[src/rtl/tbase_pkg.sv]
package tbase_pkg;
    localparam int DATA_W   = 32;
    localparam int ADDR_W   = 5;
    localparam int PRESC_W  = 8;
    localparam int PRESC_LSB = 8;
    localparam int RUN_BIT  = 0;

    localparam logic [ADDR_W-1:0] OFF_CNT_LO = 5'h00;
    localparam logic [ADDR_W-1:0] OFF_CNT_HI = 5'h04;
    localparam logic [ADDR_W-1:0] OFF_CTRL   = 5'h08;

    localparam logic [DATA_W-1:0] BANK_MASK = 32'h0000_000E;

    typedef struct packed {
        logic               run;
        logic [PRESC_W-1:0] presc;
    } shared_ctrl_t;
endpackage

[src/rtl/tbase_prescaler.sv]
module tbase_prescaler #(
    parameter int PRESC_W = tbase_pkg::PRESC_W
) (
    input  logic               clk,
    input  logic               rst_n,
    input  logic               run_i,
    input  logic [PRESC_W-1:0] presc_i,
    input  logic               restart_i,
    output logic               step_o
);
    typedef struct packed {
        logic [PRESC_W-1:0] div;
    } div_state_t;

    div_state_t st_d, st_q;

    always_comb begin
        st_d   = st_q;
        step_o = run_i && (st_q.div == presc_i);
        if (!run_i || restart_i || step_o) begin
            st_d.div = '0;
        end else begin
            st_d.div = st_q.div + 1'b1;
        end
    end

    always_ff @(posedge clk) begin
        if (!rst_n) st_q <= '0;
        else        st_q <= st_d;
    end


    step_spacing_chk: assert property (@(posedge clk) disable iff (!rst_n)
        (step_o && presc_i != '0 && !restart_i) |=> !step_o);
endmodule

[src/rtl/tbase_counter.sv]
module tbase_counter #(
    parameter int DATA_W = tbase_pkg::DATA_W,
    localparam int CNT_W = 2 * DATA_W
) (
    input  logic              clk,
    input  logic              rst_n,
    input  logic              run_i,
    input  logic              step_i,
    input  logic              wr_lo_i,
    input  logic              wr_hi_i,
    input  logic [DATA_W-1:0] wdata_i,
    output logic [CNT_W-1:0]  count_o,
    output logic              tick_o
);
    typedef struct packed {
        logic [CNT_W-1:0] count;
        logic             tick;
    } cnt_state_t;

    cnt_state_t st_d, st_q;

    always_comb begin
        st_d      = st_q;
        st_d.tick = 1'b0;
        if (run_i) begin
            if (step_i) begin
                st_d.count = st_q.count + 1'b1;
                st_d.tick  = 1'b1;
            end
        end else if (wr_lo_i) begin
            st_d.count[DATA_W-1:0] = wdata_i;
        end else if (wr_hi_i) begin
            st_d.count[CNT_W-1:DATA_W] = wdata_i;
        end
    end

    always_ff @(posedge clk) begin
        if (!rst_n) st_q <= '0;
        else        st_q <= st_d;
    end

    assign count_o = st_q.count;
    assign tick_o  = st_q.tick;


    hold_when_idle_chk: assert property (@(posedge clk) disable iff (!rst_n)
        (!run_i && !wr_lo_i && !wr_hi_i) |=> $stable(count_o));


    lo_load_chk: assert property (@(posedge clk) disable iff (!rst_n)
        (!run_i && wr_lo_i) |=>
        (count_o[DATA_W-1:0] == $past(wdata_i) &&
         count_o[CNT_W-1:DATA_W] == $past(count_o[CNT_W-1:DATA_W])));


    running_write_drop_chk: assert property (@(posedge clk) disable iff (!rst_n)
        (run_i && (wr_lo_i || wr_hi_i)) |=>
        (count_o == $past(count_o) + {{(CNT_W-1){1'b0}}, $past(step_i)}));
endmodule

[src/rtl/tbase_regif.sv]
module tbase_regif #(
    parameter int DATA_W  = tbase_pkg::DATA_W,
    parameter int ADDR_W  = tbase_pkg::ADDR_W,
    parameter int PRESC_W = tbase_pkg::PRESC_W,
    localparam int CNT_W  = 2 * DATA_W
) (
    input  logic               clk,
    input  logic               rst_n,
    input  logic               bus_valid,
    input  logic               bus_write,
    input  logic [ADDR_W-1:0]  bus_addr,
    input  logic [DATA_W-1:0]  bus_wdata,
    input  logic [DATA_W-1:0]  core_bank_ctrl,
    input  logic [CNT_W-1:0]   count_i,
    output logic [DATA_W-1:0]  bus_rdata,
    output logic               run_o,
    output logic [PRESC_W-1:0] presc_o,
    output logic               restart_o,
    output logic               wr_lo_o,
    output logic               wr_hi_o
);
    import tbase_pkg::*;

    typedef struct packed {
        shared_ctrl_t      ctrl;
        logic [DATA_W-1:0] rdata;
    } rif_state_t;

    rif_state_t st_d, st_q;

    logic              aligned, hit_lo, hit_hi, hit_ctrl, wr_ctrl;
    logic [DATA_W-1:0] shared_word;
    logic [PRESC_W-1:0] new_presc;

    always_comb begin
        aligned   = (bus_addr[1:0] == 2'b00);
        hit_lo    = aligned && (bus_addr == OFF_CNT_LO);
        hit_hi    = aligned && (bus_addr == OFF_CNT_HI);
        hit_ctrl  = aligned && (bus_addr == OFF_CTRL);
        wr_lo_o   = bus_valid && bus_write && hit_lo;
        wr_hi_o   = bus_valid && bus_write && hit_hi;
        wr_ctrl   = bus_valid && bus_write && hit_ctrl;
        new_presc = bus_wdata[PRESC_LSB +: PRESC_W];
        restart_o = wr_ctrl && (new_presc != st_q.ctrl.presc);

        shared_word = '0;
        shared_word[RUN_BIT] = st_q.ctrl.run;
        shared_word[PRESC_LSB +: PRESC_W] = st_q.ctrl.presc;

        st_d = st_q;
        if (wr_ctrl) begin
            st_d.ctrl.run   = bus_wdata[RUN_BIT];
            st_d.ctrl.presc = new_presc;
        end
        if (bus_valid && !bus_write) begin
            if (hit_lo)        st_d.rdata = count_i[DATA_W-1:0];
            else if (hit_hi)   st_d.rdata = count_i[CNT_W-1:DATA_W];
            else if (hit_ctrl) st_d.rdata = shared_word | (core_bank_ctrl & BANK_MASK);
            else               st_d.rdata = '0;
        end
    end

    always_ff @(posedge clk) begin
        if (!rst_n) st_q <= '0;
        else        st_q <= st_d;
    end

    assign bus_rdata = st_q.rdata;
    assign run_o     = st_q.ctrl.run;
    assign presc_o   = st_q.ctrl.presc;


    undefined_read_zero_chk: assert property (@(posedge clk) disable iff (!rst_n)
        (bus_valid && !bus_write && !hit_lo && !hit_hi && !hit_ctrl) |=> (bus_rdata == '0));


    undefined_write_ctrl_chk: assert property (@(posedge clk) disable iff (!rst_n)
        (bus_valid && bus_write && !hit_ctrl) |=> ($stable(run_o) && $stable(presc_o)));
endmodule

[src/rtl/tbase_timer.sv]
module tbase_timer #(
    parameter int DATA_W  = tbase_pkg::DATA_W,
    parameter int ADDR_W  = tbase_pkg::ADDR_W,
    parameter int PRESC_W = tbase_pkg::PRESC_W,
    localparam int CNT_W  = 2 * DATA_W
) (
    input  logic              clk,
    input  logic              rst_n,
    input  logic              bus_valid,
    input  logic              bus_write,
    input  logic [ADDR_W-1:0] bus_addr,
    input  logic [DATA_W-1:0] bus_wdata,
    input  logic [DATA_W-1:0] core_bank_ctrl,
    output logic [DATA_W-1:0] bus_rdata,
    output logic [CNT_W-1:0]  count_o,
    output logic              tick_o
);
    logic               run, restart, step, wr_lo, wr_hi;
    logic [PRESC_W-1:0] presc;

    tbase_regif #(.DATA_W(DATA_W), .ADDR_W(ADDR_W), .PRESC_W(PRESC_W)) u_regif (
        .clk(clk), .rst_n(rst_n),
        .bus_valid(bus_valid), .bus_write(bus_write), .bus_addr(bus_addr),
        .bus_wdata(bus_wdata), .core_bank_ctrl(core_bank_ctrl), .count_i(count_o),
        .bus_rdata(bus_rdata), .run_o(run), .presc_o(presc), .restart_o(restart),
        .wr_lo_o(wr_lo), .wr_hi_o(wr_hi)
    );

    tbase_prescaler #(.PRESC_W(PRESC_W)) u_presc (
        .clk(clk), .rst_n(rst_n), .run_i(run), .presc_i(presc),
        .restart_i(restart), .step_o(step)
    );

    tbase_counter #(.DATA_W(DATA_W)) u_counter (
        .clk(clk), .rst_n(rst_n), .run_i(run), .step_i(step),
        .wr_lo_i(wr_lo), .wr_hi_i(wr_hi), .wdata_i(bus_wdata),
        .count_o(count_o), .tick_o(tick_o)
    );


    tick_tracks_count_chk: assert property (@(posedge clk) disable iff (!rst_n)
        tick_o |-> (count_o != $past(count_o)));
endmodule

[config.mk]
export PLATFORM = sky130hd
export DESIGN_NAME = tbase_timer
export DESIGN_NICKNAME = d
export VERILOG_FILES = /design/src/rtl/tbase_pkg.sv /design/src/rtl/tbase_prescaler.sv /design/src/rtl/tbase_counter.sv /design/src/rtl/tbase_regif.sv /design/src/rtl/tbase_timer.sv
export SDC_FILE = /design/constraint.sdc
export NUM_CORES = 1
export LEC_CHECK = 0
export ABC_AREA = 0
export BUFFER_PORTS_ARGS = -buffer_cell sky130_fd_sc_hd__buf_2
export CORE_MARGIN = 1.5
export CORE_UTILIZATION = 59
export DETAILED_ROUTE_END_ITERATION = 8
export HOLD_SLACK_MARGIN = 0.1
export PLACE_DENSITY_LB_ADDON = 0.2
export SYNTH_ARGS = -nofsm -noshare
export SYNTH_HDL_FRONTEND = slang
export SYNTH_SLANG_ARGS = --single-unit
[constraint.sdc]
create_clock -name clk -period 4.2 [get_ports clk]
set_input_delay 0.63 -clock clk [delete_from_list [all_inputs] [get_ports clk]]
set_output_delay 0.63 -clock clk [all_outputs]
set_load 0.01 [all_outputs]
* Word-level counts from Yosys, hierarchy flattened *
Cells that the tools add are included.

operators by class
  add/subtract/negate cells = 2
  eq/ne operators = 6
  multiplexer cells = 8
  bitwise logic cells = 2
  reductions and logical operators = 22

operator list
  kind                                           number
  two-way mux 32 bit                             6
  two-way mux 65 bit                             1
  adder 64 x 1 -> 64 bit, second input constant  1
  two-way mux 64 bit                             1
  OR 16 x 4 -> 16 bit                            1
  logical AND 1 bit                              10
  adder 8 x 1 -> 8 bit, second input constant    1
  == test 8 bit                                  1
  inequality test 8 bit                          1
  == test 5 x 3 -> 1 bit, second input constant  1
  == test 5 x 4 -> 1 bit, second input constant  1
  zero test 5 bit                                1
  inequality test 2 bit, second input constant   2
  AND reduction 2 bit                            2
  nonzero test 2 bit                             2
  AND reduction 3 bit                            1
  zero test 1 bit                                2
  zero test 2 bit                                1
  logical OR 1 bit                               2
  OR reduction 2 bit                             1
  NOT 1 bit                                      1

word-level totals
  bits in registers = 114
  input bits = 73
  output and inout port bits = 97
  logic and storage cells = 47

* Longest topological paths before layout *
Gate-level depths: netlist of the first run.

  depth in word-level cells = 7
  depth in mapped cells = 8
  depth with buffers taken out = 7

* Modules after synthesis *
A second synthesis of the first run with hierarchy kept.

second synthesis, totals
  cell total of the unflattened synthesis = 900
  area total of the unflattened synthesis = 7101.8 um^2

by module, submodules not included
  module           instances  cells an instance  area an instance (um^2)  sequential area each (um^2)
  tbase_counter    1          607                4420.5                   1301.2
  tbase_regif      1          246                2208.4                   820.8
  tbase_prescaler  1          47                 473.0                    160.2

* Least setup slack after synthesis of the first run *
No wires, ideal clock.

  kind = in2reg
  start point = input port bus_addr[2]
  end point = register u_counter.st_q (netlist bit u_counter.count_o[29])
  arrival = 2.213 ns
  slack = 1.869 ns
  cell stages on the path = 6
  path buffers = 2
  path through = clkbuf_1 nor4_2 nor4b_4 clkbuf_1 a21oi_1 o221a_2

between the ends
  word-level cells in the longest chain between the ends = 5

RTL lines
  element                               RTL line             source
  start: declaration                    tbase_timer.sv:11    input logic [ADDR_W-1:0] bus_addr,
  zero test 5 bit                       tbase_regif.sv:37    hit_lo = aligned && (bus_addr == OFF_CNT_LO);
  logical AND 1 bit                     tbase_regif.sv:37
  logical AND 1 bit                     tbase_regif.sv:40    wr_lo_o = bus_valid && bus_write && hit_lo;
  nonzero test 2 bit (no source line)   -
  AND reduction 2 bit (no source line)  -
  end signal: assignment                tbase_counter.sv:39  else st_q <= st_d;
  end: declaration                      tbase_counter.sv:20  cnt_state_t st_d, st_q;

No other way between the ends.
A chain may end at the register's enable or synchronous reset.

* Final worst setup path of the first run *
  start point = register u_regif.st_q (netlist bit u_regif.presc_o[7])
  end point = register u_counter.st_q (netlist bit u_counter.count_o[19])

between the ends
  word-level cells in the longest chain between the ends = 4

RTL lines
  element                                 RTL line               source
  start: declaration                      tbase_regif.sv:29      rif_state_t st_d, st_q;
  start signal: assignment                tbase_regif.sv:65      else st_q <= st_d;
  == test 8 bit                           tbase_prescaler.sv:19  step_o = run_i && (st_q.div == presc_i);
  logical AND 1 bit                       tbase_prescaler.sv:19
  inequality test 2 bit (no source line)  -
  AND reduction 2 bit (no source line)    -

No other way between the ends.

==> out/qor.txt, run 1 <==
STATUS
----------------------------------------------------------------------------------------------------
Outcome                                                                                    completed

ROUTE
----------------------------------------------------------------------------------------------------
Vias per Instance                                                                               6.84
Drt first-iter violations                                                                       1086
Antenna-violating nets left                                                                        0
Pre-Repair DR Iteration Count                                                                      7
Wirelength, routed                                                                           26.1 mm
DRC violation count after routing                                                                  0
Drt wl/cell                                                                                  22.1 um
Vias after detailed routing                                                                     8111

CLOCKING
----------------------------------------------------------------------------------------------------
TritonCTS buffer count                                                                            17
Post-CTS sizing                                                                                    0
Bufs on Longest Clock Path                                                                         2
Clock tree from TritonCTS                                                                       done
Clk Tree Root Cell                                                                         clkbuf_16
Setup repair bufs after CTS                                                                        0
Hold-fix buffer count after cts                                                                    0
Clock sinks                                                                                      114
Clock latency reported for the late side of the worst-skew pair                              0.42 ns
Depth of the CTS H-tree                                                                            4
Clock-pin slew reported for the worst setup and hold paths after clock tree synthesis        0.05 ns

PLACEMENT
----------------------------------------------------------------------------------------------------
Post-placement setup slack                                                                   1.41 ns
Global placement routability congestion                                                        0.987
Post-Place Cell Area                                                                       7650 um^2
DP Wirelength                                                                                17.9 mm
Port Buf Inserts                                                                                 140
Cell total after placement                                                                      1155

STA
----------------------------------------------------------------------------------------------------
Period utilisation layout                                                                      69.8%
RSZ-0062 raised after global routing                                                              no
Max Clock Freq                                                                             0.341 GHz
Number of setup violations in the final report                                                     0
Number of failing hold endpoints at the final stage                                                0
Post-layout worst setup margin                                                               1.27 ns
Period minus WS final                                                                        2.93 ns
Setup skew after layout                                                                   0.00690 ns
Max-slew headroom at the worst pin                                                             21.4%
Max Slew Vio Count                                                                                 0
Setup TNS Final                                                                                 0 ns
Tightest Pin Transition                                                                      1.17 ns

SYNTHESIS
----------------------------------------------------------------------------------------------------
Syn Std Cell Area                                                                          6900 um^2
Register area share after synthesis                                                            33.1%
Post-synth EDFFs                                                                                   0
Number of standard cells after synthesis                                                         920
Post-Syn Nets                                                                                    995
Yosys cell types                                                                                  63
Count of state elements after synthesis                                                          114
Top_reg_cell synth                                                                           dfxtp_1
Async set or reset register ratio after synthesis                                                 0%
Syn. warnings                                                                                      0
Avg Cell Area, Syn                                                                         7.50 um^2

GRT
----------------------------------------------------------------------------------------------------
Via count of the first global-routing pass                                                      7297
Maximum number of pins on one net before global-route repair                                      54
Total GRT Usage                                                                                41.7%
Number of antenna violations at the first check in global routing                                  0
First-pass GRT wire length                                                                   40.1 mm
GRT overflow                                                                                       0

WORST SETUP PATH
----------------------------------------------------------------------------------------------------
Sequence of cells on the critical path                                                  xor2_1, nor4_1, and3_1, buf_4, nor2_1, o21ai_0, o2111a_1
Largest stage delay on the critical path                                                     0.65 ns
Maximum net fanout on the critical path                                                           48
Crit path DAT                                                                                3.30 ns
Category of the worst setup path capture point                                              register
Startpoint class of the critical path                                                       register
Standard cell with the maximum stage delay on the critical path                               nor4_1
Critical path type                                                                      register to register
CP Data Required Time                                                                        4.57 ns

FINISH
----------------------------------------------------------------------------------------------------
Post-layout instance count excluding filler cells                                               1185
Antenna cell count                                                                                 0
Final instance area                                                                        8230 um^2
Area Growth Syn to Fin                                                                         19.3%
Most frequent standard cell in the layout excluding fill and tap cells                         buf_2
Fraction of layout instances using a drive strength above 1                                    21.0%
Commonest cells after routing, fill and taps aside                                      buf_2, dfxtp_1, nor2_1, a21oi_1, nand2_1
Fin nets                                                                                        1106

FLOORPLAN
----------------------------------------------------------------------------------------------------
Die width                                                                                     111 um
Overall die area                                                                          12400 um^2
Area of the placeable core                                                                11400 um^2
FP Rows                                                                                           39
Die boundary height                                                                           111 um
Starting utilization of the core area                                                          60.5%
Io pins                                                                                          170

POWER
----------------------------------------------------------------------------------------------------
Sum of internal, switching and leakage power                                                 2680 uW
Power density relative to cell area                                                      325 nW/um^2
Worst vdd ir                                                                                0.311 mV
LEAKAGE                                                                                   0.00330 uW

JOB
----------------------------------------------------------------------------------------------------
Max-cap violations                                                                                 0

WORST HOLD PATH
----------------------------------------------------------------------------------------------------
Class of the worst hold path                                                            register to register

through the flow:
| step | utilization (%) | hold WS, ns |
|---|---|---|
| floorplan | - | 0.447 |
| global placement | 67.0 | 0.460 |
| detailed placement | 67.0 | 0.469 |
| CTS | 72.1 | 0.476 |
| global route | 72.1 | 0.504 |
| finish | 72.1 | 0.480 |
cell families (layout without fill, tap and decap cells):
group / Yosys count / in the layout / synth area share [%]
AOI/OAI and AO/OA: 231 / 231 / 21.2
DFF: 114 / 114 / 33.1
buffers and inverters: 88 / 210 / 5.00
muxes: 37 / 37 / 5.45
adders and majority gates: 2 / 2 / 0.362
xor gates and xnor gates: 22 / 22 / 2.79
and+or+nand+nor: 426 / 426 / 32.2
final cells by class:
class / count / area (um^2)
multi-input combinational: 718 / 4280
sequential: 114 / 2280
clock inverter: 8 / 105
fill: 966 / 3180
tap: 143 / 179
clock buffer: 22 / 474
timing repair buffer: 157 / 828
inverter: 23 / 86.3
final timing paths:
| path | start | end | slack (ns) | cells past startpoint |
|---|---|---|---|---|
| worst max register to register | u_regif.presc_o[7]$_SDFFE_PN0P_ | u_counter.count_o[19]$_SDFFE_PN0P_ | 1.27 | 7 |
| worst max-delay path | u_regif.presc_o[7]$_SDFFE_PN0P_ | u_counter.count_o[19]$_SDFFE_PN0P_ | 1.27 | 7 |
| worst min-delay path | u_regif.bus_rdata[26]$_SDFFE_PN0P_ | u_regif.bus_rdata[26]$_SDFFE_PN0P_ | 0.48 | 2 |
| worst min register to register | u_regif.bus_rdata[26]$_SDFFE_PN0P_ | u_regif.bus_rdata[26]$_SDFFE_PN0P_ | 0.48 | 2 |
state kept, by name, summed over array words and instances (netlist names):
name,count
u_counter.count_o,64
u_presc.st_q,8
u_regif.presc_o,8
u_regif.run_o,1
u_regif.bus_rdata,32
u_counter.tick_o,1
power by group:
part	switching (uW)	leakage, uW	internal (uW)
sequential	9.04	0.000918	1090
combinational	100	0.00211	52.0
clock	517	0.000274	912
total	627	0.00330	2050
critical path, delay by kind of cell, from the launching register on:
family                    cells  cell delay [ns]
buffers and inverters         1             0.49
and+or+nand+nor               3             1.35
AOI/OAI and AO/OA             2             0.46
xor gates and xnor gates      1             0.19
DFF                           1             0.37
Yosys cell counts (all sizes together) (2+ instances only):
master / count / area, um^2
a211oi: 9 / 72.6
a21o: 3 / 22.5
a21oi: 108 / 541
a2bb2oi: 4 / 35.0
a31o: 2 / 17.5
a31oi: 12 / 75.1
a41oi: 6 / 52.6
and2: 7 / 43.8
and3: 16 / 100
and4: 5 / 43.8
buf: 16 / 73.8
clkbuf: 49 / 185
dfxtp: 114 / 2280
ha: 2 / 25.0
inv: 23 / 86.3
mux2: 5 / 56.3
mux2i: 32 / 320
nand2: 71 / 267
nand2b: 4 / 25.0
nand3: 47 / 235
nand4: 45 / 315
nor2: 108 / 405
nor2b: 16 / 100
nor3: 69 / 357
nor3b: 3 / 22.5
nor4: 19 / 168
o211a: 4 / 40.0
o211ai: 5 / 37.5
o21a: 8 / 60.1
o21ai: 36 / 180
o21bai: 2 / 15.0
o221a: 12 / 135
o311ai: 6 / 52.6
o31ai: 2 / 15.0
o41ai: 4 / 35.0
or4: 10 / 75.1
xnor2: 11 / 96.3
xor2: 11 / 96.3
metal layers:
layer	up-vias	GRT usage (%)	part of all wire, %	wire (um)
li1	3626	-	-	-
met1	3735	57.2	40	10400
met2	641	61.0	43	11200
met3	109	10.0	13	3370
met4	0	21.1	4.8	1240
met5	-	0	0	0
No activity file was read; power rests on OpenSTA's default activity.
==> run 2: changes to the inputs <==
CORE_UTILIZATION = 54   (was 59)
clock period = 2.7 ns   (was 4.2 ns; I/O delays follow)
==> run 2 against run 1 <==
Register-to-register slack worse by 1.2 ns. Via count is 2.9% higher. Sequential cell count stayed put. Global-route usage is 0.52 points lower. Critical path depth is 2 higher. Power is 65% higher. Critical path type unchanged.
==> out/qor.txt, run 2 (same netlist as run 1, synthesis figures left out) <==
FINISH
----------------------------------------------------------------------------------------------------
Commonest cells after routing, fill and taps aside                                      buf_2, dfxtp_1, a21oi_1   was buf_2, dfxtp_1, nor2_1, a21oi_1, nand2_1
Fraction of layout instances using a drive strength above 1                                    25.7%   was 21.0%
Area Growth Syn to Fin                                                                         28.0%   was 19.3%
Max reg flops                                                                                     64   unchanged
Fill count                                                                                      1102   was 966
Most frequent standard cell in the layout excluding fill and tap cells                         buf_2   unchanged
Antenna cell count                                                                                 0   unchanged
Fin nets                                                                                        1167   was 1106

STA
----------------------------------------------------------------------------------------------------
Setup TNS Final                                                                                 0 ns   unchanged
Setup skew after layout                                                                   0.00981 ns   was 0.00690 ns
Number of setup violations in the final report                                                     0   unchanged
Max Slew Vio Count                                                                                 0   unchanged
Number of failing hold endpoints at the final stage                                                0   unchanged
RSZ-0062 raised after global routing                                                              no   unchanged
Period utilisation layout                                                                      96.1%   was 69.8%
Period minus WS final                                                                        2.59 ns   was 2.93 ns
Max Clock Freq                                                                             0.385 GHz   was 0.341 GHz
Tightest Pin Transition                                                                     0.736 ns   was 1.17 ns
Max-slew headroom at the worst pin                                                             50.8%   was 21.4%

WORST SETUP PATH
----------------------------------------------------------------------------------------------------
Reg-to-reg critical path endpoint                                                       u_counter.count_o[11]$_SDFFE_PN0P_   was u_counter.count_o[19]$_SDFFE_PN0P_
Timing startpoint of the critical path                                                  u_regif.presc_o[7]$_SDFFE_PN0P_   unchanged
Reg-to-reg startpoint                                                                   u_regif.presc_o[7]$_SDFFE_PN0P_   unchanged
CP Data Required Time                                                                        3.04 ns   was 4.57 ns
Category of the worst setup path capture point                                              register   unchanged
Critical path type                                                                      register to register   unchanged
Number of cells on the worst reg-to-reg path                                                       9   was 7
CP Capture Point                                                                        u_counter.count_o[11]$_SDFFE_PN0P_   was u_counter.count_o[19]$_SDFFE_PN0P_
Reg2reg setup slack                                                                          0.11 ns   was 1.27 ns
Startpoint class of the critical path                                                       register   unchanged
Maximum net fanout on the critical path                                                           23   was 48
Crit path DAT                                                                                2.94 ns   was 3.30 ns

PLACEMENT
----------------------------------------------------------------------------------------------------
Global placement routability congestion                                                         1.06   was 0.987
DP Wirelength                                                                                19.8 mm   was 17.9 mm
Port Buf Inserts                                                                                 140   unchanged

CLOCKING
----------------------------------------------------------------------------------------------------
TritonCTS buffer count                                                                            17   unchanged
Clock tree from TritonCTS                                                                       done   unchanged
Clock-pin slew reported for the worst setup and hold paths after clock tree synthesis        0.06 ns   was 0.05 ns
Depth of the CTS H-tree                                                                            4   unchanged
Clock latency reported for the late side of the worst-skew pair                              0.43 ns   was 0.42 ns
Setup repair bufs after CTS                                                                        0   unchanged
Clk Tree Root Cell                                                                         clkbuf_16   unchanged
Bufs on Longest Clock Path                                                                         2   unchanged
Clock sinks                                                                                      114   unchanged

GRT
----------------------------------------------------------------------------------------------------
GRT overflow                                                                                       0   unchanged
First-pass GRT wire length                                                                   41.6 mm   was 40.1 mm
Maximum number of pins on one net before global-route repair                                      45   was 54
Total GRT Usage                                                                                41.2%   was 41.7%
Via count of the first global-routing pass                                                      7485   was 7297
Number of antenna violations at the first check in global routing                                  0   unchanged

FLOORPLAN
----------------------------------------------------------------------------------------------------
Die boundary height                                                                           116 um   was 111 um
Overall die area                                                                          13500 um^2   was 12400 um^2
FP Rows                                                                                           41   was 39
Area of the placeable core                                                                12600 um^2   was 11400 um^2
Io pins                                                                                          170   unchanged
Die width                                                                                     116 um   was 111 um
Starting utilization of the core area                                                          54.9%   was 60.5%

STATUS
----------------------------------------------------------------------------------------------------
Outcome                                                                                    completed   unchanged

POWER
----------------------------------------------------------------------------------------------------
LEAKAGE                                                                                   0.00366 uW   was 0.00330 uW
Worst vdd ir                                                                                0.364 mV   was 0.311 mV
Sum of internal, switching and leakage power                                                 4410 uW   was 2680 uW
Power density relative to cell area                                                      499 nW/um^2   was 325 nW/um^2

ROUTE
----------------------------------------------------------------------------------------------------
Drt wl/cell                                                                                  21.5 um   was 22.1 um
Vias per Instance                                                                               6.54   was 6.84
Pre-Repair DR Iteration Count                                                                      7   unchanged
Wirelength, routed                                                                           27.4 mm   was 26.1 mm
Antenna-violating nets left                                                                        0   unchanged
DRC violation count after routing                                                                  0   unchanged
Vias after detailed routing                                                                     8348   was 8111
Drt first-iter violations                                                                       1067   was 1086

JOB
----------------------------------------------------------------------------------------------------
Max-cap violations                                                                                 0   unchanged

WORST HOLD PATH
----------------------------------------------------------------------------------------------------
Class of the worst hold path                                                            input pin to register   was register to register

[run 2: changes by cell type in the layout (fill, tap and decap cells not counted), sizes merged]
cell and change:
clkinvlp -1, bufinv +2, inv +2, clkbuf -1, buf +61
[run 2: worst min-delay path by stage]
stage                                                  start                            endpoint  cells past startpoint
after CTS                                       bus_wdata[4]  u_counter.count_o[36]$_SDFFE_PN0P_                      3
after global routing                           bus_wdata[22]  u_counter.count_o[54]$_SDFFE_PN0P_                      3
final                                           bus_wdata[4]  u_counter.count_o[36]$_SDFFE_PN0P_                      3
after floorplan                   u_presc.st_q[0]$_SDFF_PP0_          u_presc.st_q[0]$_SDFF_PP0_                      1
after detailed placement  u_regif.bus_rdata[16]$_SDFFE_PN0P_  u_regif.bus_rdata[16]$_SDFFE_PN0P_                      2
after global placement    u_regif.bus_rdata[25]$_SDFFE_PN0P_  u_regif.bus_rdata[25]$_SDFFE_PN0P_                      2
[run 2: layer usage]
layer	vias to the layer above	track usage, %	share of wire, %
met5	-	0	0
met3	92	7.37	12
met1	3917	57.3	41
li1	3747	-	-
met4	0	18.8	4.1
met2	592	62.2	43
[run 2: timing repair]
action | in CTS | in global routing
resized for setup | 0 | 1
endpoints found under the setup margin | 0 | 2
hold endpoints to repair | 0 | 0
hold buffers | 0 | 0
[run 2: where the power goes]
| group | internal (uW) | switching [uW] |
|---|---|---|
| registers | 1690 | 10.6 |
| logic | 89.0 | 162 |
| clock network | 1620 | 837 |
| total | 3400 | 1010 |
[run 2: worst max-delay path, cell delays in order, from the launching register on]
cell and delay (ns):
dfxtp_1 0.36, xor2_1 0.17, nor4_1 0.39, buf_4 0.19, nand3_1 0.22, buf_4 0.34, nand2_1 0.37, buf_4 0.21
a21oi_1 0.07, nor3_1 0.19
[run 2: area by class of cell]
cell class,instances,area (um^2),area share [%]
clock buffers,21,470,5.33
inverters,23,86.3,0.977
well taps,172,215,2.44
multi-input cells,718,4280,48.5
clock inverters,11,175,1.98
flip-flops and latches,114,2280,25.8
repair buffers,218,1320,15.0
[run 2: per-stage QoR]
| step | util [%] | setup WS [ns] | cell area, um^2 | std cells | hold slack (ns) |
|---|---|---|---|---|---|
| after floorplan | - | 0.539 | 6900 | 920 | 0.447 |
| after global placement | 65.1 | 0.217 | 8190 | 1245 | 0.462 |
| after detailed placement | 65.1 | 0.170 | 8190 | 1245 | 0.472 |
| after CTS | 70.3 | 0.0843 | 8830 | 1277 | 0.240 |
| after global routing | 70.3 | 0.0371 | 8830 | 1277 | 0.271 |
| final | 70.3 | 0.106 | 8830 | 1277 | 0.252 |
